==> config.mk <==
export PLATFORM = sky130hd
export DESIGN_NAME = adc_sar_seq
export DESIGN_NICKNAME = d
export VERILOG_FILES = /design/src/rtl/adc_sar_pkg.sv /design/src/rtl/adc_sar_ctrl.sv /design/src/rtl/adc_sar_dpath.sv /design/src/rtl/adc_sar_seq.sv
export SDC_FILE = /design/constraint.sdc
export NUM_CORES = 1
export LEC_CHECK = 0
export CAP_MARGIN = 20
export CORE_ASPECT_RATIO = 0.75
export CORE_UTILIZATION = 41
export DETAILED_ROUTE_END_ITERATION = 16
export DONT_BUFFER_PORTS = 1
export GPL_TIMING_DRIVEN = 0
export HOLD_SLACK_MARGIN = 0.03
export PLACE_DENSITY = 0.67
export SYNTH_ARGS = -nofsm -noshare
export SYNTH_HDL_FRONTEND = slang
export SYNTH_HIERARCHICAL = 1
export SYNTH_SLANG_ARGS = --single-unit
==> constraint.sdc <==
create_clock -name clk -period 2.35 [get_ports clk]
set_input_delay 0.1175 -clock clk [delete_from_list [all_inputs] [get_ports clk]]
set_output_delay 0.1175 -clock clk [all_outputs]
set_load 0.03 [all_outputs]
==> src/rtl/adc_sar_pkg.sv <==
package adc_sar_pkg;

  // Control register field positions
  localparam int BIT_START = 0;
  localparam int BIT_DONE  = 1;
  localparam int BIT_IE    = 2;
  localparam int BIT_MODE  = 3;
  localparam int CHAN_LSB  = 4;

  typedef enum logic [1:0] {
    ST_IDLE  = 2'd0,
    ST_CONV  = 2'd1,
    ST_STORE = 2'd2
  } convState_t;

  // Strobes from control to datapath
  typedef struct packed {
    logic startConv;  // load MSB trial code
    logic convPhase;  // one approximation step this cycle
    logic storeRes;   // commit result to a result register
  } dpCmd_t;

endpackage

==> src/rtl/adc_sar_ctrl.sv <==
module adc_sar_ctrl
  import adc_sar_pkg::*;
#(
  parameter int CHAN_W = 3,
  parameter int ADDR_W = 3,
  localparam int CTRL_W = CHAN_LSB + CHAN_W
) (
  input  logic              clk,
  input  logic              rstN,
  input  logic              busWrEn,
  input  logic              busRdEn,
  input  logic [ADDR_W-1:0] busAddr,
  input  logic [CTRL_W-1:0] wrData,
  input  logic              extTrig,
  input  logic              lastBit,
  output dpCmd_t            dpCmd,
  output logic [CHAN_W-1:0] convChan,
  output logic [CTRL_W-1:0] ctrlWord,
  output logic              armed,
  output logic              irq
);

  localparam logic [ADDR_W-1:0] CTRL_ADDR = '0;

  convState_t        stQ, stD;
  logic              trigQ, doneQ, ieQ, modeQ, armedQ;
  logic [CHAN_W-1:0] chanQ, convChanQ;
  logic              wrCtrl, rdCtrl, trigRise, busy;
  logic              startReq, abortReq, storeNow;

  assign wrCtrl   = busWrEn && (busAddr == CTRL_ADDR);
  assign rdCtrl   = busRdEn && (busAddr == CTRL_ADDR);
  assign trigRise = extTrig && !trigQ;
  assign busy     = (stQ != ST_IDLE);

  assign startReq = !busy && ((wrCtrl && wrData[BIT_START]) || trigRise);
  assign abortReq = busy && wrCtrl && !wrData[BIT_START];
  assign storeNow = (stQ == ST_STORE) && !abortReq;

  always_comb begin
    stD = stQ;
    unique case (stQ)
      ST_IDLE:  if (startReq) stD = ST_CONV;
      ST_CONV:  if (abortReq) stD = ST_IDLE;
                else if (lastBit) stD = ST_STORE;
      ST_STORE: stD = ST_IDLE;
      default:  stD = ST_IDLE;
    endcase
  end

  always_ff @(posedge clk or negedge rstN) begin
    if (!rstN) begin
      stQ       <= ST_IDLE;
      trigQ     <= 1'b0;
      doneQ     <= 1'b0;
      ieQ       <= 1'b0;
      modeQ     <= 1'b0;
      armedQ    <= 1'b0;
      chanQ     <= '0;
      convChanQ <= '0;
    end else begin
      stQ   <= stD;
      trigQ <= extTrig;
      if (startReq)
        convChanQ <= wrCtrl ? wrData[CHAN_LSB +: CHAN_W] : chanQ;
      if (wrCtrl) begin
        ieQ   <= wrData[BIT_IE];
        modeQ <= wrData[BIT_MODE];
        chanQ <= wrData[CHAN_LSB +: CHAN_W];
      end
      if (storeNow) begin
        doneQ  <= 1'b1;
        armedQ <= 1'b0;
      end else if (wrCtrl && !wrData[BIT_DONE] && armedQ) begin
        doneQ  <= 1'b0;
        armedQ <= 1'b0;
      end else if (rdCtrl && doneQ) begin
        armedQ <= 1'b1;
      end
    end
  end

  assign dpCmd.startConv = startReq;
  assign dpCmd.convPhase = (stQ == ST_CONV);
  assign dpCmd.storeRes  = storeNow;

  assign convChan = convChanQ;
  assign ctrlWord = {chanQ, modeQ, ieQ, doneQ, busy};
  assign armed    = armedQ;
  assign irq      = doneQ && ieQ;

endmodule

==> src/rtl/adc_sar_dpath.sv <==
module adc_sar_dpath
  import adc_sar_pkg::*;
#(
  parameter int RES_W   = 10,
  parameter int NUM_RES = 4,
  localparam int IDX_W  = (NUM_RES > 1) ? $clog2(NUM_RES) : 1
) (
  input  logic                            clk,
  input  logic                            rstN,
  input  dpCmd_t                          dpCmd,
  input  logic [IDX_W-1:0]                storeIdx,
  input  logic                            cmpHigh,
  output logic [RES_W-1:0]                dacCode,
  output logic                            lastBit,
  output logic [NUM_RES-1:0][RES_W-1:0]   results
);

  localparam logic [RES_W-1:0] MSB_MASK = {1'b1, {(RES_W-1){1'b0}}};

  logic [RES_W-1:0] sarQ, maskQ, sarNext;

  // Decide the current trial bit and place the next trial bit below it
  always_comb begin
    sarNext = sarQ;
    if (!cmpHigh) sarNext = sarNext & ~maskQ;
    sarNext = sarNext | (maskQ >> 1);
  end

  always_ff @(posedge clk or negedge rstN) begin
    if (!rstN) begin
      sarQ  <= '0;
      maskQ <= '0;
    end else if (dpCmd.startConv) begin
      sarQ  <= MSB_MASK;
      maskQ <= MSB_MASK;
    end else if (dpCmd.convPhase) begin
      sarQ  <= sarNext;
      maskQ <= maskQ >> 1;
    end
  end

  always_ff @(posedge clk or negedge rstN) begin
    if (!rstN) begin
      results <= '0;
    end else if (dpCmd.storeRes) begin
      for (int i = 0; i < NUM_RES; i++)
        if (storeIdx == IDX_W'(i)) results[i] <= sarQ;
    end
  end

  assign lastBit = maskQ[0];
  assign dacCode = dpCmd.convPhase ? sarQ : '0;

endmodule

==> src/rtl/adc_sar_seq.sv <==
module adc_sar_seq
  import adc_sar_pkg::*;
#(
  parameter int RES_W   = 10,
  parameter int CHAN_W  = 3,
  parameter int NUM_RES = 4,
  parameter int ADDR_W  = 3,
  parameter int DATA_W  = 16
) (
  input  logic              clk,
  input  logic              rstN,
  input  logic              busWrEn,
  input  logic              busRdEn,
  input  logic [ADDR_W-1:0] busAddr,
  input  logic [DATA_W-1:0] busWdata,
  output logic [DATA_W-1:0] busRdata,
  input  logic              extTrig,
  input  logic              cmpHigh,
  output logic [RES_W-1:0]  dacCode,
  output logic [CHAN_W-1:0] chanSel,
  output logic              irq
);

  localparam int CTRL_W = CHAN_LSB + CHAN_W;
  localparam int IDX_W  = (NUM_RES > 1) ? $clog2(NUM_RES) : 1;
  localparam logic [ADDR_W-1:0] CTRL_ADDR = '0;

  dpCmd_t                        dpCmd;
  logic [CHAN_W-1:0]             convChan;
  logic [CTRL_W-1:0]             ctrlWord;
  logic                          ctrlArmed, lastBit;
  logic [NUM_RES-1:0][RES_W-1:0] results;
  logic                          unusedWdata;

  assign unusedWdata = ^busWdata[DATA_W-1:CTRL_W];

  adc_sar_ctrl #(.CHAN_W(CHAN_W), .ADDR_W(ADDR_W)) u_ctrl (
    .clk      (clk),
    .rstN     (rstN),
    .busWrEn  (busWrEn),
    .busRdEn  (busRdEn),
    .busAddr  (busAddr),
    .wrData   (busWdata[CTRL_W-1:0]),
    .extTrig  (extTrig),
    .lastBit  (lastBit),
    .dpCmd    (dpCmd),
    .convChan (convChan),
    .ctrlWord (ctrlWord),
    .armed    (ctrlArmed),
    .irq      (irq)
  );

  adc_sar_dpath #(.RES_W(RES_W), .NUM_RES(NUM_RES)) u_dpath (
    .clk      (clk),
    .rstN     (rstN),
    .dpCmd    (dpCmd),
    .storeIdx (convChan[IDX_W-1:0]),
    .cmpHigh  (cmpHigh),
    .dacCode  (dacCode),
    .lastBit  (lastBit),
    .results  (results)
  );

  // Control at address 0, result registers in the upper half of the map
  always_comb begin
    busRdata = '0;
    if (busAddr == CTRL_ADDR)
      busRdata[CTRL_W-1:0] = ctrlWord;
    else if (busAddr[ADDR_W-1])
      busRdata[RES_W-1:0] = results[busAddr[IDX_W-1:0]];
  end

  assign chanSel = convChan;

endmodule

==> out/results.txt <==
The setup path with the least slack is of type register to primary output. Of the post-synthesis cell area, the dominant cell type holds 50.82%. The run finished with clean final reports. The run gives 0 as the count of final max-slew check failures.

The average detailed-routed wire length per instance was 17.90 µm; the total clock buffers created by CTS was 9. 55 I/O pins were placed. Once layout is complete, the utilization of the core stands at 49.41%. The logs give 29 for the site row count and 0 for the number of gates resized after cts. The proportion of register bits with asynchronous set or reset after synthesis works out to 100.0%. The clock input transition at the sequential cells of the worst setup and hold paths was 50 ps. The width of the chip is 110.1 µm.

The final period demand of the worst path was 2066 ps; the number of vias after detailed routing was 2318. Max-cap violations in this run came to 0. Compared with the post-synthesis result, the final layout area differs by 16.71%. The worst pin sits at a relative slew slack of 41.64%. In this run the clock root is driven by a sky130_fd_sc_hd__clkbuf_16. The logs give 0 for the number of antenna violations at the first check in global routing and 284 for the instance count of the mapped netlist. The violation count after the first detailed-route iteration was 146.

The number of different library cells used by synthesis comes to 40. Setup repair after global routing left no endpoint under its margin. At the end of routability-driven placement, the weighted congestion stood at 0.8213.

Setup violations remaining at the end of the flow were counted as 0. At the pin with the least slew margin, the transition time is 868.7 ps. The die covers 9150 µm². Dominant combinational cell family by area after synthesis: multiplexers. For this design, the sink count on the clock tree is 73.

After layout, the worst path uses 87.92% of the clock period. The portion of netlist area occupied by mux cells works out to 21.41%. The height of the chip is 83.09 µm, and the setup skew after layout is 3.226 ps.

The total area inside the core boundary comes to 8491 µm². In the routed design, unresolved DRC markers number 0. The largest single stage delay on the critical path is 390 ps.

The maximum ir drop on the vdd rail was 726.7 µV. During synthesis, Yosys emitted a total of 6 warnings. Counting flops and latches in the post-synthesis netlist gives 73. The mapped netlist covers 3595 µm². For the worst setup path, the data required time is 2230 ps.

The run gives 337 as the number of nets in the final layout. No sink is reached through more buffers than the 2 on the longest clock path. The compound-cell area share of the yosys netlist works out to 9.990%.

The filler cells instantiated in the layout total 769. The analysis attributes to cell leakage a power of 0.002013 µW. TritonCTS built the clock tree. The most common flop cell mapped by yosys is sky130_fd_sc_hd__dfrtp_1. The number of antenna-violating nets in the routed design was 0; the deepest level of the CTS H-tree was 3. The adder-cell share of the synthesized area works out to 0%. Entering global routing, the biggest net connects 74 pins.

The share of the Yosys chip area taken by registers is 50.82%. The final layout contains routed wiring with a total length of 7607 µm. The largest individual stage delay along the critical path comes from the cell sky130_fd_sc_hd__dfrtp_1. For the via count of the first global-routing pass, the log shows 2293.

0 antenna diodes ended up in the layout. The worst hold-check path type was input pin to register. In the routed layout, each cell is associated on average with a via count of 5.454. By area the synthesized netlist is led by sky130_fd_sc_hd__dfrtp_1, sky130_fd_sc_hd__mux2_4, sky130_fd_sc_hd__mux2_2.

Data arrival time of the critical path: 1950 ps. The maximum frequency from static timing analysis is 484.0 MHz. The largest total area in the synthesized netlist belongs to sky130_fd_sc_hd__dfrtp_1. Summed over all failing endpoints, the final setup total negative slack is 0 ps.

The number of synthesized flops with an enable pin works out to 0. For the effective utilization at floorplan, the log shows 42.34%. Detailed placement ended at an HPWL of 5110 µm.

The critical path launch point type was a register. The biggest fanout along the worst timing path came out at 10. Port buffering added 0 buffers. The area fraction in and, or, nand and nor cells after synthesis came out at 11.63%.

Cells with a size suffix above 1 make up 28.71% of the layout. The insertion delay of the later-clocked pin in the worst-skew pair was 340 ps; the number of iterations in the first detailed-routing pass was 4. The capturing element type of the critical path was a primary output.

The first global-routing pass estimated 12440 µm of wire. For this design the ratio of total power to cell area is 1230 nW/µm². The number of hold-slack violations in the final timing report was 0; the average cell area after synthesis was 12.66 µm². Summing the areas of all xor and xnor instances in the mapped netlist gives 0% of the synthesized area. The total global routing overflow was 0; the aggregate global-route resource usage was 18.68%. The critical path goes through nor2b_1 -> clkbuf_2 -> clkbuf_1 -> and2_1.
-- metrics by stage --
| step | instance area (µm²) | worst slack [ps] | std cells | total power [µW] | hold WS (ps) |
|---|---|---|---|---|---|
| after global routing | 4195 | 56.09 | 425 | 5446 | 190.4 |
| after floorplan | 3613 | 656.2 | 289 | 3378 | -178.1 |
| after detailed placement | 3749 | 107.3 | 397 | 3722 | -176.8 |
| final | 4195 | 283.8 | 425 | 5162 | 175.0 |
| after CTS | 4195 | 250.0 | 425 | 5200 | 169.6 |
| after global placement | 3749 | 160.2 | 397 | 3674 | -176.3 |
-- cell usage in the layout, fill, tap and decap left out, drive strengths merged --
cell,Yosys,final
dfrtp,73,73
mux2,46,46
nand2,25,25
buf,22,23
a21oi,20,20
clkbuf,5,19
and2,14,14
dlygate4sd3,0,11
nand2b,11,11
a311oi,10,10
nor2,7,7
mux2i,6,6
a221o,6,6
conb,1,6
mux4,4,4
nor2b,3,3
inv,3,3
or3,3,3
a21o,3,3
nand3b,3,3
o221a,3,3
nor3,2,2
or4b,2,2
o21ai,2,2
nand3,2,2
a22o,1,1
bufinv,0,1
clkinv,0,1
nor4b,1,1
or2,1,1
o31ai,1,1
a31oi,1,1
a211o,1,1
and3b,1,1
nor3b,1,1
-- power by group --
part | internal [µW] | switching, µW | total [µW]
registers | 1710 | 478 | 2180
logic | 764 | 812 | 1580
clock network | 907 | 494 | 1400
total | 3380 | 1780 | 5160
-- area by class of cell --
| class | count | area (µm²) | share of cell area, % |
|---|---|---|---|
| multi-input cells | 186 | 1569 | 37.40 |
| repair buffers | 12 | 137.6 | 3.281 |
| well taps | 108 | 135.1 | 3.221 |
| clock buffers | 14 | 274.0 | 6.531 |
| inverters | 3 | 11.26 | 0.2684 |
| clock inverters | 2 | 35.03 | 0.8351 |
| flip-flops and latches | 73 | 1827 | 43.54 |
| plain buffers | 27 | 206.4 | 4.921 |
-- kinds of logic after synthesis --
group	count (synthesis)
AOI/OAI and AO/OA	48
and+or+nand+nor	76
other	1
buffers and inverters	30
muxes	56
DFF	73
-- final timing paths --
path                                                  from                         endpoint  slack, ps  cells past startpoint
setup reg to reg                 u_ctrl/stQ[1]$_DFFE_PN0P_     u_dpath/maskQ[5]$_DFFE_PN0P_        320                      5
min in group asynchronous                             rstN  u_dpath/results[22]$_DFFE_PN0P_        340                      2
hold reg to reg            u_dpath/results[37]$_DFFE_PN0P_  u_dpath/results[37]$_DFFE_PN0P_        500                      1
max in group asynchronous                             rstN      u_dpath/sarQ[8]$_DFFE_PN0P_       1700                      2
hold / removal                                  busAddr[2]           u_ctrl/ieQ$_DFFE_PN0N_        180                      4
setup / recovery                 u_ctrl/stQ[0]$_DFFE_PN0P_                       dacCode[4]        280                      4
-- cells in the mapped netlist, drive strengths merged, types with 4 or more instances --
master  instances
nand2b         11
mux2           46
a311oi         10
a21oi          20
a221o           6
nand2          25
dfrtp          73
and2           14
buf            22
nor2            7
clkbuf          5
mux4            4
mux2i           6
-- per-layer routing --
layer,global-route usage (%),vias to the layer above,wire [µm]
met3,5.181,14,384
met1,28.77,1184,3862
met4,7.057,0,124
met2,24.66,52,3237
met5,0,-,0
li1,-,1068,-
-- flip-flops by register name, summed over array words and instances (netlist names) --
register / count
u_ctrl/armed: 1
u_ctrl/chanQ: 3
u_ctrl/convChan: 3
u_ctrl/doneQ: 1
u_ctrl/ieQ: 1
u_ctrl/modeQ: 1
u_ctrl/stQ: 2
u_ctrl/trigQ: 1
u_dpath/maskQ: 10
u_dpath/results: 40
u_dpath/sarQ: 10
-- worst max-delay path: cells and delay by family (launching register included) --
| kind | cells | cell delay [ps] |
|---|---|---|
| flip-flops | 1 | 390 |
| buffers and inverters | 2 | 540 |
| AND/OR/NAND/NOR | 2 | 670 |
-- what timing repair did --
action                                 4_1_cts  5_1_grt
endpoints found under the hold margin       86        0
setup buffers                                0        0
hold buffers                                12        0
No activity file was read; power rests on OpenSTA's default activity.
